$ cat src/rtl/smb_tgt_pkg.sv
package smb_tgt_pkg;

    typedef enum logic [1:0] {
        EV_ADDR  = 2'd0,
        EV_WDATA = 2'd1,
        EV_RNEXT = 2'd2,
        EV_STOP  = 2'd3
    } ev_kind_e;

    typedef enum logic [1:0] {
        M_IDLE    = 2'd0,
        M_WRITE   = 2'd1,
        M_RD_WAIT = 2'd2,
        M_RD_SEND = 2'd3
    } mode_e;

    // register word indices
    localparam logic [2:0] RA_ADDR = 3'd0;
    localparam logic [2:0] RA_TIM  = 3'd1;
    localparam logic [2:0] RA_FCTL = 3'd2;
    localparam logic [2:0] RA_CMD  = 3'd3;
    localparam logic [2:0] RA_IEN  = 3'd4;
    localparam logic [2:0] RA_IST  = 3'd5;
    localparam logic [2:0] RA_TXD  = 3'd6;
    localparam logic [2:0] RA_RXD  = 3'd7;

    localparam int NSLOT   = 4;
    localparam int SLOT_W  = 8;
    localparam int LIM_W   = 7;
    localparam int THLD_W  = 6;
    localparam int IRQ_N   = 6;
    localparam int IRQ_LSB = 21;
    localparam logic [LIM_W-1:0] LIM_RESET = 7'd25;

    // interrupt vector positions (register bit = IRQ_LSB + index)
    localparam int IQ_RDREQ = 0;
    localparam int IQ_UNDER = 1;
    localparam int IQ_SBUSY = 2;
    localparam int IQ_RXEV  = 3;
    localparam int IQ_THLD  = 4;
    localparam int IQ_FULL  = 5;

    localparam logic [1:0] RXT_START = 2'd1;
    localparam logic [1:0] RXT_DATA  = 2'd2;
    localparam logic [2:0] ST_OK      = 3'd0;
    localparam logic [2:0] ST_TIMEOUT = 3'd5;
    localparam int RX_ENTRY_W = 10;

    typedef struct packed {
        mode_e             mode;
        logic              busy;
        logic [2:0]        status;
        logic [LIM_W-1:0]  lim;
        logic [31:0]       addr_cfg;
        logic [IRQ_N-1:0]  irq_en;
        logic [IRQ_N-1:0]  irq_st;
        logic [THLD_W-1:0] thld;
        logic [7:0]        tx_data;
        logic              tx_full;
        logic              ack;
        logic              tx_valid;
        logic [7:0]        tx_out;
        logic [31:0]       rdata;
    } tgt_state_t;

endpackage

$ cat src/rtl/smb_tgt_match.sv
module smb_tgt_match
    import smb_tgt_pkg::*;
(
    input  logic [31:0] cfg,
    input  logic [6:0]  addr7,
    output logic        hit
);
    logic [NSLOT-1:0] slot_hit;

    for (genvar k = 0; k < NSLOT; k++) begin : g_slot
        assign slot_hit[k] = cfg[k*SLOT_W + 7] && (cfg[k*SLOT_W +: 7] == addr7);
    end

    assign hit = |slot_hit;
endmodule

$ cat src/rtl/smb_tgt_fifo.sv
module smb_tgt_fifo #(
    parameter int DEPTH = 64,
    parameter int W     = 10
)(
    input  logic                       clk,
    input  logic                       rst_n,
    input  logic                       push,
    input  logic [W-1:0]               push_data,
    input  logic                       pop,
    input  logic                       flush,
    output logic [W-1:0]               head,
    output logic                       empty,
    output logic                       full,
    output logic [$clog2(DEPTH+1)-1:0] count
);
    localparam int PW = (DEPTH > 1) ? $clog2(DEPTH) : 1;
    localparam int CW = $clog2(DEPTH+1);

    logic [W-1:0]  mem [DEPTH];
    logic [PW-1:0] wp_q, wp_d, rp_q, rp_d;
    logic [CW-1:0] cnt_q, cnt_d;
    logic          do_push, do_pop;

    assign empty   = (cnt_q == '0);
    assign full    = (cnt_q == CW'(DEPTH));
    assign count   = cnt_q;
    assign head    = mem[rp_q];
    assign do_push = push && !full && !flush;
    assign do_pop  = pop && !empty && !flush;

    function automatic logic [PW-1:0] bump(input logic [PW-1:0] p);
        return (p == PW'(DEPTH-1)) ? '0 : p + 1'b1;
    endfunction

    always_comb begin
        wp_d  = wp_q;
        rp_d  = rp_q;
        cnt_d = cnt_q;
        if (flush) begin
            wp_d  = '0;
            rp_d  = '0;
            cnt_d = '0;
        end else begin
            if (do_push) wp_d = bump(wp_q);
            if (do_pop)  rp_d = bump(rp_q);
            if (do_push && !do_pop) cnt_d = cnt_q + 1'b1;
            if (do_pop && !do_push) cnt_d = cnt_q - 1'b1;
        end
    end

    always_ff @(posedge clk or negedge rst_n) begin
        if (!rst_n) begin
            wp_q  <= '0;
            rp_q  <= '0;
            cnt_q <= '0;
        end else begin
            wp_q  <= wp_d;
            rp_q  <= rp_d;
            cnt_q <= cnt_d;
        end
    end

    always_ff @(posedge clk) begin
        if (do_push) mem[wp_q] <= push_data;
    end
endmodule

$ cat src/rtl/smb_tgt_stretch_timer.sv
module smb_tgt_stretch_timer #(
    parameter int PRESCALE = 16,
    parameter int LIM_W    = 7
)(
    input  logic             clk,
    input  logic             rst_n,
    input  logic             run,
    input  logic [LIM_W-1:0] limit,
    output logic             expired
);
    localparam int PRE_W = (PRESCALE > 1) ? $clog2(PRESCALE) : 1;

    logic [PRE_W-1:0] pre_q, pre_d;
    logic [LIM_W-1:0] cnt_q, cnt_d;

    always_comb begin
        pre_d = pre_q;
        cnt_d = cnt_q;
        if (!run) begin
            pre_d = '0;
            cnt_d = '0;
        end else if (cnt_q != limit) begin
            if (pre_q == PRE_W'(PRESCALE-1)) begin
                pre_d = '0;
                cnt_d = cnt_q + 1'b1;
            end else begin
                pre_d = pre_q + 1'b1;
            end
        end
    end

    always_ff @(posedge clk or negedge rst_n) begin
        if (!rst_n) begin
            pre_q <= '0;
            cnt_q <= '0;
        end else begin
            pre_q <= pre_d;
            cnt_q <= cnt_d;
        end
    end

    assign expired = run && (cnt_q == limit);
endmodule

$ cat src/rtl/smb_tgt.sv
module smb_tgt
    import smb_tgt_pkg::*;
#(
    parameter int FIFO_DEPTH = 64,
    parameter int PRESCALE   = 16
)(
    input  logic        clk,
    input  logic        rst_n,
    input  logic        ev_valid,
    input  logic [1:0]  ev_kind,
    input  logic [7:0]  ev_byte,
    output logic        bus_ack,
    output logic        bus_stretch,
    output logic        bus_tx_valid,
    output logic [7:0]  bus_tx_data,
    input  logic        reg_wr,
    input  logic        reg_rd,
    input  logic [2:0]  reg_addr,
    input  logic [31:0] reg_wdata,
    output logic [31:0] reg_rdata,
    output logic        irq
);
    localparam int CNT_W = $clog2(FIFO_DEPTH+1);

    tgt_state_t st_q, st_d;

    logic                  addr_hit;
    logic                  push, pop, flush;
    logic [RX_ENTRY_W-1:0] push_data, fifo_head;
    logic                  fifo_empty, fifo_full;
    logic [CNT_W-1:0]      fifo_cnt;
    logic                  timer_run, expired;
    logic [IRQ_N-1:0]      irq_set, irq_clr;
    logic [7:0]            cnt_after;
    logic [6:0]            cnt7;
    ev_kind_e              ev_e;

    // observation points for the bound checker
    logic                  busy_w;
    logic [2:0]            status_w;
    logic [LIM_W-1:0]      lim_w;
    logic                  rx_full_w;

    assign ev_e = ev_kind_e'(ev_kind);
    assign cnt7 = 7'(fifo_cnt);

    smb_tgt_match u_match (
        .cfg   (st_q.addr_cfg),
        .addr7 (ev_byte[7:1]),
        .hit   (addr_hit)
    );

    smb_tgt_fifo #(.DEPTH(FIFO_DEPTH), .W(RX_ENTRY_W)) u_rxq (
        .clk       (clk),
        .rst_n     (rst_n),
        .push      (push),
        .push_data (push_data),
        .pop       (pop),
        .flush     (flush),
        .head      (fifo_head),
        .empty     (fifo_empty),
        .full      (fifo_full),
        .count     (fifo_cnt)
    );

    assign timer_run = (st_q.mode == M_RD_WAIT);

    smb_tgt_stretch_timer #(.PRESCALE(PRESCALE), .LIM_W(LIM_W)) u_timer (
        .clk     (clk),
        .rst_n   (rst_n),
        .run     (timer_run),
        .limit   (st_q.lim),
        .expired (expired)
    );

    always_comb begin
        st_d          = st_q;
        st_d.ack      = 1'b0;
        st_d.tx_valid = 1'b0;
        irq_set       = '0;
        irq_clr       = '0;
        push          = 1'b0;
        push_data     = '0;
        pop           = 1'b0;
        flush         = 1'b0;
        cnt_after     = 8'(fifo_cnt) + 8'd1;

        // ---- bus events ----
        if (ev_valid) begin
            unique case (ev_e)
                EV_ADDR: begin
                    if (!addr_hit) begin
                        st_d.mode = M_IDLE;
                    end else if (ev_byte[0]) begin
                        st_d.ack  = 1'b1;
                        st_d.mode = M_RD_WAIT;
                        irq_set[IQ_RDREQ] = 1'b1;
                    end else if (fifo_full) begin
                        st_d.mode = M_IDLE;
                        irq_set[IQ_FULL] = 1'b1;
                    end else begin
                        st_d.ack  = 1'b1;
                        st_d.mode = M_WRITE;
                        push      = 1'b1;
                        push_data = {RXT_START, ev_byte};
                    end
                end
                EV_WDATA: begin
                    if (st_q.mode == M_WRITE) begin
                        if (fifo_full) begin
                            irq_set[IQ_FULL] = 1'b1;
                        end else begin
                            st_d.ack  = 1'b1;
                            push      = 1'b1;
                            push_data = {RXT_DATA, ev_byte};
                        end
                    end
                end
                EV_RNEXT: begin
                    if (st_q.mode == M_RD_SEND) begin
                        if (st_q.tx_full && st_q.busy) begin
                            st_d.tx_valid = 1'b1;
                            st_d.tx_out   = st_q.tx_data;
                            st_d.tx_full  = 1'b0;
                        end else begin
                            st_d.mode = M_RD_WAIT;
                            irq_set[IQ_UNDER] = 1'b1;
                        end
                    end
                end
                EV_STOP: begin
                    if (st_q.mode != M_IDLE) begin
                        st_d.mode = M_IDLE;
                        st_d.busy = 1'b0;
                        irq_set[IQ_SBUSY] = 1'b1;
                    end
                end
                default: ;
            endcase
        end

        // ---- paced read: release on supplied byte or on timeout ----
        if (st_q.mode == M_RD_WAIT && st_d.mode == M_RD_WAIT) begin
            if (st_q.tx_full && st_q.busy) begin
                st_d.tx_valid = 1'b1;
                st_d.tx_out   = st_q.tx_data;
                st_d.tx_full  = 1'b0;
                st_d.mode     = M_RD_SEND;
            end else if (expired) begin
                st_d.mode   = M_IDLE;
                st_d.busy   = 1'b0;
                st_d.status = ST_TIMEOUT;
                irq_set[IQ_SBUSY] = 1'b1;
            end
        end

        if (push) begin
            irq_set[IQ_RXEV] = 1'b1;
            if (st_q.thld != '0 && cnt_after >= {2'b00, st_q.thld})
                irq_set[IQ_THLD] = 1'b1;
        end

        // ---- register writes (after bus logic so a new TX byte wins) ----
        if (reg_wr) begin
            unique case (reg_addr)
                RA_ADDR: st_d.addr_cfg = reg_wdata;
                RA_TIM:  st_d.lim      = reg_wdata[30:24];
                RA_FCTL: begin
                    st_d.thld = reg_wdata[13:8];
                    flush     = reg_wdata[31];
                    if (reg_wdata[30]) st_d.tx_full = 1'b0;
                end
                RA_CMD: begin
                    if (reg_wdata[31]) begin
                        st_d.busy   = 1'b1;
                        st_d.status = ST_OK;
                    end
                end
                RA_IEN:  st_d.irq_en = reg_wdata[IRQ_LSB +: IRQ_N];
                RA_IST:  irq_clr     = reg_wdata[IRQ_LSB +: IRQ_N];
                RA_TXD: begin
                    st_d.tx_data = reg_wdata[7:0];
                    st_d.tx_full = 1'b1;
                end
                default: ;
            endcase
        end

        st_d.irq_st = (st_q.irq_st & ~irq_clr) | irq_set;

        // ---- register reads ----
        if (reg_rd) begin
            unique case (reg_addr)
                RA_ADDR: st_d.rdata = st_q.addr_cfg;
                RA_TIM:  st_d.rdata = {1'b0, st_q.lim, 24'd0};
                RA_FCTL: st_d.rdata = {9'd0, cnt7, 2'd0, st_q.thld, 8'd0};
                RA_CMD:  st_d.rdata = {st_q.busy, 5'd0, st_q.status, 23'd0};
                RA_IEN:  st_d.rdata = {5'd0, st_q.irq_en, 21'd0};
                RA_IST:  st_d.rdata = {5'd0, st_q.irq_st, 21'd0};
                RA_TXD:  st_d.rdata = {24'd0, st_q.tx_data};
                RA_RXD: begin
                    if (fifo_empty) begin
                        st_d.rdata = '0;
                    end else begin
                        pop        = 1'b1;
                        st_d.rdata = {fifo_head[9:8], 22'd0, fifo_head[7:0]};
                    end
                end
                default: st_d.rdata = '0;
            endcase
        end
    end

    always_ff @(posedge clk or negedge rst_n) begin
        if (!rst_n) begin
            st_q     <= '0;
            st_q.lim <= LIM_RESET;
        end else begin
            st_q <= st_d;
        end
    end

    assign bus_ack      = st_q.ack;
    assign bus_stretch  = (st_q.mode == M_RD_WAIT);
    assign bus_tx_valid = st_q.tx_valid;
    assign bus_tx_data  = st_q.tx_out;
    assign reg_rdata    = st_q.rdata;
    assign irq          = |(st_q.irq_st & st_q.irq_en);

    assign busy_w    = st_q.busy;
    assign status_w  = st_q.status;
    assign lim_w     = st_q.lim;
    assign rx_full_w = fifo_full;
endmodule

$ cat config.mk
export PLATFORM = sky130hd
export DESIGN_NAME = smb_tgt
export DESIGN_NICKNAME = d
export VERILOG_FILES = /design/src/rtl/smb_tgt_pkg.sv /design/src/rtl/smb_tgt_match.sv /design/src/rtl/smb_tgt_fifo.sv /design/src/rtl/smb_tgt_stretch_timer.sv /design/src/rtl/smb_tgt.sv
export SDC_FILE = /design/constraint.sdc
export NUM_CORES = 1
export LEC_CHECK = 0
export CAP_MARGIN = 20
export CELL_PAD_IN_SITES_DETAIL_PLACEMENT = 0
export CELL_PAD_IN_SITES_GLOBAL_PLACEMENT = 1
export CORE_MARGIN = 2
export CORE_UTILIZATION = 50
export DETAILED_ROUTE_END_ITERATION = 6
export GPL_ROUTABILITY_DRIVEN = 0
export MAX_ROUTING_LAYER = met4
export PLACE_DENSITY_LB_ADDON = 0.1
export SYNTH_ARGS = -nofsm -noshare
export SYNTH_HDL_FRONTEND = slang
export SYNTH_SLANG_ARGS = --single-unit
$ cat constraint.sdc
create_clock -name clk -period 6.92 [get_ports clk]
set_input_delay 1.038 -clock clk [delete_from_list [all_inputs] [get_ports clk]]
set_output_delay 1.038 -clock clk [all_outputs]
set_load 0.1 [all_outputs]
Word-level counts from Yosys, hierarchy flattened
Memories as Yosys holds them, arrays and structs flattened.
Cells that the tools add are included.
- bits in registers: 144
- bits in writable memories: 640
- latch bits: 0
- input bits: 50
- output and inout bits: 44
- ROM bits: 0
- memories kept: 1
- memory list (name ; words ; width ; read ports ; clocked after Yosys merged registers in ; wr ports ; RTL line ; text):
    u_rxq.mem ; 64 ; 10 ; 1 ; 0 ; 1 ; smb_tgt_fifo.sv:19 ; logic [W-1:0] mem [DEPTH];
- order comparisons: 1
- reductions and logical operators: 35
- shift operators: 0
- div/mod/pow operators: 0
- $mul: 0
- muxes and demuxes: 95
- $add $sub $neg: 7
- bitwise gates (word level): 4
- eq/ne operators: 26
- operators by type and width (kind ; number):
    $pmux 32 s8 ; 1
    $mux 9 ; 8
    $mux 6 ; 11
    $mux 32 ; 2
    $mux 49 ; 1
    $mux 7 ; 7
    $mux 1 ; 40
    $eq 7x7->1 ; 5
    $mux 10 ; 3
    $mux 4 ; 6
    $pmux 10 s2 ; 1
    $add 7x1->7 const B ; 2
    $logic_and 1x1->1 ; 14
    $add 6x1->6 const B ; 2
    $and 6x6->6 ; 2
    $eq 3x3->1 const B ; 4
    $eq 6x6->1 const B ; 2
    $mux 2 ; 6
    $reduce_and 2->1 ; 6
    $mux 11 ; 1
    $eq 2x2->1 const B ; 5
    $mux 3 ; 3
    $add 7x1->8 const B ; 1
    $ge 8x6->1 ; 1
    other kinds (22) ; 34

Logic depth before layout (Yosys ltp)
- depth in word-level cells: 12
- mapped depth: 16

By module
From an unflattened synthesis, not the netlist that was laid out.
- cell total of the unflattened synthesis: 1837
- area, all modules: 32294.7 µm²
- modules (own cells, without submodules) (module ; seq. area each (µm²) ; instances ; area each (µm²) ; cells each):
    smb_tgt_fifo ; 19693.9 ; 1 ; 25665.9 ; 1224
    smb_tgt ; 2856.5 ; 1 ; 5602.9 ; 501
    smb_tgt_stretch_timer ; 275.3 ; 1 ; 709.4 ; 71
    smb_tgt_match ; 0.0 ; 1 ; 316.6 ; 41

Worst setup path before layout
OpenSTA, ideal clock, no wires.
- path type: in2reg
- start: input port ev_valid
- end: memory u_rxq.mem[0][1] (data pin)
- setup slack: 1.230 ns
- stages: 7
- arrival time: 5.174 ns
- required time: 6.403 ns
- setup time: 0.517 ns
- path through: buf_2 -> nand2_1 -> or3_1 -> nor2_1 -> a21oi_2 -> buf_2 -> nor2b_1
- longest elaborated chain between the ends: 1
- ends and longest elaborated chain (what ; RTL line ; text):
    start, declared ; smb_tgt.sv:9 ; input logic ev_valid,
    $mux 10 ; smb_tgt.sv:89 ; if (ev_valid) begin
    via push_data[1] ; smb_tgt.sv:29 ; logic [RX_ENTRY_W-1:0] push_data, fifo_head;
    end, declared ; smb_tgt_fifo.sv:19 ;
The timed path passes the listed nets, and every way through them passes these cells.

Worst setup path in the final report
- start: register u_rxq.cnt_q[0] (netlist: u_rxq.count[0])
- end: register u_rxq.cnt_q[6] (netlist: u_rxq.count[6])
- longest elaborated chain between the ends: 12
- elaborated cells on any way between the ends: 27
- classes of those cells: add/sub: 2; eq/ne: 1; mux: 12; reduce/logical: 12
- ends and longest elaborated chain (what ; RTL line ; text):
    start, declared ; smb_tgt_fifo.sv:21 ; logic [CW-1:0] cnt_q, cnt_d;
    start signal, assigned ; smb_tgt_fifo.sv:59 ; cnt_q <= cnt_d;
    $eq 7x7->1 ; smb_tgt_fifo.sv:25 ; assign full = (cnt_q == CW'(DEPTH));
    $mux 1 ; smb_tgt.sv:98, smb_tgt.sv:110 ;
    $mux 1 ; smb_tgt.sv:94 ; end else if (ev_byte[0]) begin
    $mux 1 ; smb_tgt.sv:92 ; if (!addr_hit) begin
    $pmux 1 s2 ; smb_tgt.sv:90 ; unique case (ev_e)
    $mux 1 ; smb_tgt.sv:89 ;
    $logic_and 1x1->1 (2 in a row) ; smb_tgt_fifo.sv:28 ; assign do_push = push && !full && !flush;
    $logic_not 1->1 ; smb_tgt_fifo.sv:47 ; if (do_pop && !do_push) cnt_d = cnt_q - 1'b1;
    $logic_and 1x1->1 ; smb_tgt_fifo.sv:47 ;
    $mux 7 ; smb_tgt_fifo.sv:47 ;
    $mux 7 ; smb_tgt_fifo.sv:39 ; if (flush) begin
Parallel ways exist; a longest one is shown, timed or not. The select of a mux whose other input is x is not followed.
A chain may end at the register's enable or synchronous reset.

==> results.json <==
{
  "outcome": "completed",
  "ir_drop_mv": 0.204,
  "nNetsFinal": 2074,
  "hold_end": "bus_tx_data[4]$_DFF_PN0_",
  "wl_per_cell_um": 28.1,
  "postLayoutCoreUtil_pct": 56.9,
  "total_power_mw": 11.7,
  "io_buffers": 93,
  "pwr-share-comb_pct": 16.5,
  "p_seq_share_pct": 46.8,
  "synth_area_leaders": "edfxtp_1, dfrtp_1, mux4_2",
  "via_per_inst": 6.11,
  "synthFlopType": "edfxtp_1",
  "dr.pass1.iters": 6,
  "overflow": 0,
  "r2r_cells": 16,
  "synth_top_area_share_pct": 59.1,
  "worst-endpoint-required_ns": 7.47,
  "finalClockSkew_ns": 0.0202,
  "synth_commonest_cells": "edfxtp_1, nor2_1, dfrtp_1",
  "drive_above_1_share_pct": 16.8,
  "power_density_nw_per_um2": 319,
  "synthesis.area_um2": 32500,
  "ys_seq_area_share_pct": 70.2,
  "detail-route-antenna-nets": 0,
  "syn2layout_area_growth_pct": 12.7,
  "dpl-instance-area_um2": 34000,
  "via_count": 17900,
  "crit_chain": "inv_1 > ha_1 > or4b_1 > nor3b_2 > nor2_4 > buf_4 > or2_1 > nor2_1 > ha_1 > a21o_1 > a21oi_1 > o21bai_1 > a21oi_1 > nor3_1 > a211oi_1 > nand3b_1",
  "cap_violations": 0,
  "antenna_found_initial": 0,
  "yosysMostFrequentCell": "edfxtp_1",
  "synth-edff-count": 640,
  "r2r_start": "u_rxq.count[0]$_DFFE_PN0P_",
  "syn_area_per_cell_um2": 16.7,
  "hold_violations": 0,
  "p_switching_mw": 3.17,
  "pre_cts_slack_ns": 1.44,
  "cts_resized": 0,
  "async_flop_share_pct": 18.4,
  "netlist_instances": 1944,
  "cp_slowest_cell": "dfrtp_1",
  "synth_fp_nets": 2012,
  "postCtsSetupRepairBufs": 0,
  "critPathMaxStageDelay_ns": 0.55,
  "hold_depth": 1,
  "grt_max_degree": 98,
  "critPathMaxFanout": 43,
  "cp-startpoint": "u_rxq.count[0]$_DFFE_PN0P_",
  "clkTransAtPathRegs_ns": 0.06,
  "max_slew_margin_pct": 27.2,
  "root_buffer": "clkbuf_16",
  "setup-tns-final_ns": 0,
  "chipHeight_um": 259,
  "yosys.cell_types.count": 68,
  "ys_warn_count": 0,
  "clockBufferDepth": 3,
  "end_kind": "flop",
  "max_freq_mhz": 201,
  "grtUsageTotal_pct": 25.6,
  "switching_share_pct": 27.2,
  "die_x_um": 259,
  "dpl.hpwl_um": 53200,
  "wirelength_um": 82200,
  "start_util_pct": 50.5,
  "cts_hold_buf": 0,
  "rrSetupSlack_ns": 1.94,
  "core_area_um2": 64300,
  "clockPowerShare_pct": 36.7,
  "synth_largest_area_cell": "edfxtp_1",
  "r2r-end": "u_rxq.count[6]$_DFFE_PN0P_",
  "drt-initial-drc-count": 2049,
  "ys_seq_elements": 784,
  "grt_pass1_vias": 17800,
  "cts_max_level": 3,
  "num_io_pins": 94,
  "drc": 0,
  "worstHoldStart": "bus_tx_data[4]$_DFF_PN0_",
  "numCtsBuffers": 82,
  "power_leakage_nw": 12.9,
  "cts_num_sinks": 784,
  "grt_pass1_wl_um": 121000,
  "tritoncts": "yes",
  "slew_violations": 0,
  "dieArea_um2": 67100,
  "post-route-min-period_ns": 4.98,
  "timing.final.crit_share_pct": 72.0,
  "min_path_type": "flop to flop",
  "arrival_ns": 5.53,
  "rows": 93,
  "worst_slew_pin_slew_ns": 1.09,
  "fill_cells": 4923,
  "rsz0062_at_grt": "false",
  "p_int_mw": 8.50,
  "start_kind": "flop",
  "final_area_um2": 36600,
  "critPathKind": "flop to flop",
  "clkLatencyLatePin_ns": 0.63,
  "setup_violations": 0,
  "setup_slack_ns": 1.94,
  "diodes": 0
}
## worst max-delay path, delay by kind of cell (launching register included)
kind,cells,cell delay [ns]
AO/OA/AOI/OAI,5,0.96
adder cells (fa/ha/maj),2,0.54
buffers and inverters,2,0.49
flip-flops,1,0.55
AND/OR/NAND/NOR,7,2.33
## power groups by stage
stage	combinational [mW]	clock, mW	sequential [mW]
global route	2.06	4.56	5.49
global placement	1.94	0	5.57
CTS	1.95	4.37	5.47
floorplan	1.62	0	5.36
detailed placement	1.94	0	5.57
finish	1.93	4.28	5.47
## cell type report
cell class / instances / area [um2] / share of cell area [%]
clock buffers: 97 / 2150 / 5.87
inverters: 17 / 63.8 / 0.174
repair buffers: 130 / 1230 / 3.37
well taps: 855 / 1070 / 2.92
multi-input cells: 991 / 8820 / 24.1
clock inverters: 49 / 457 / 1.25
flip-flops and latches: 784 / 22800 / 62.3
## flip-flops by register name, summed over array words and instances (netlist names), 3 cells and up
register and cells:
u_timer.pre_q 4, lim_w 7, u_rxq.rp_q 6, reg_rdata 32, st_q 61, u_rxq.wp_q 6, u_rxq.mem 640, u_rxq.count 7
u_timer.cnt_q 7, bus_tx_data 8, status_w 3
## cell families (layout without fill, tap and decap cells)
family / count (synthesis) / count (layout) / synth area share, %
buf+inv: 169 / 293 / 2.83
mux: 273 / 273 / 13.7
simple gates: 384 / 384 / 5.68
xor+xnor: 51 / 51 / 1.37
compound gates: 265 / 265 / 5.46
fa+ha+maj: 18 / 18 / 0.716
flops: 784 / 784 / 70.2
## layer usage
layer | vias to the layer above | part of all wire [%] | GRT usage [%]
met4 | 0 | 2.6 | 7.00
met2 | 747 | 48 | 40.0
met3 | 128 | 6.8 | 4.30
met5 | - | 0 | -
li1 | 7736 | - | -
met1 | 9253 | 42 | 35.1
## cell usage in the layout (no fill, tap or decap), drive strengths merged, types with 40 or more instances in the layout
cell type and instances:
a21oi 62, clkbuf 97, clkdlybuf4s50 91, dfrtp 141, edfxtp 640, mux2 65, mux2i 77, mux4 131
nand2 77, nand3 40, nor2 154, o21ai 49
## per-stage QoR
step,cells,hold slack [ns]
5_1_grt,2923,0.509
3_5_place_dp,2776,0.481
3_3_place_gp,2776,0.477
2_1_floorplan,1944,0.461
4_1_cts,2922,0.494
6_report,2923,0.493
## worst max-delay path by stage
| stage | to | slack [ns] |
|---|---|---|
| 5_1_grt | u_rxq.count[6]$_DFFE_PN0P_ | 1.56 |
| 6_report | u_rxq.count[6]$_DFFE_PN0P_ | 1.94 |
| 2_1_floorplan | u_rxq.mem[0][1]$_DFFE_PP_ | 1.23 |
| 3_5_place_dp | u_rxq.count[6]$_DFFE_PN0P_ | 1.44 |
| 3_3_place_gp | u_rxq.count[6]$_DFFE_PN0P_ | 1.53 |
| 4_1_cts | u_rxq.count[6]$_DFFE_PN0P_ | 1.96 |
No activity file was read; power rests on OpenSTA's default activity.
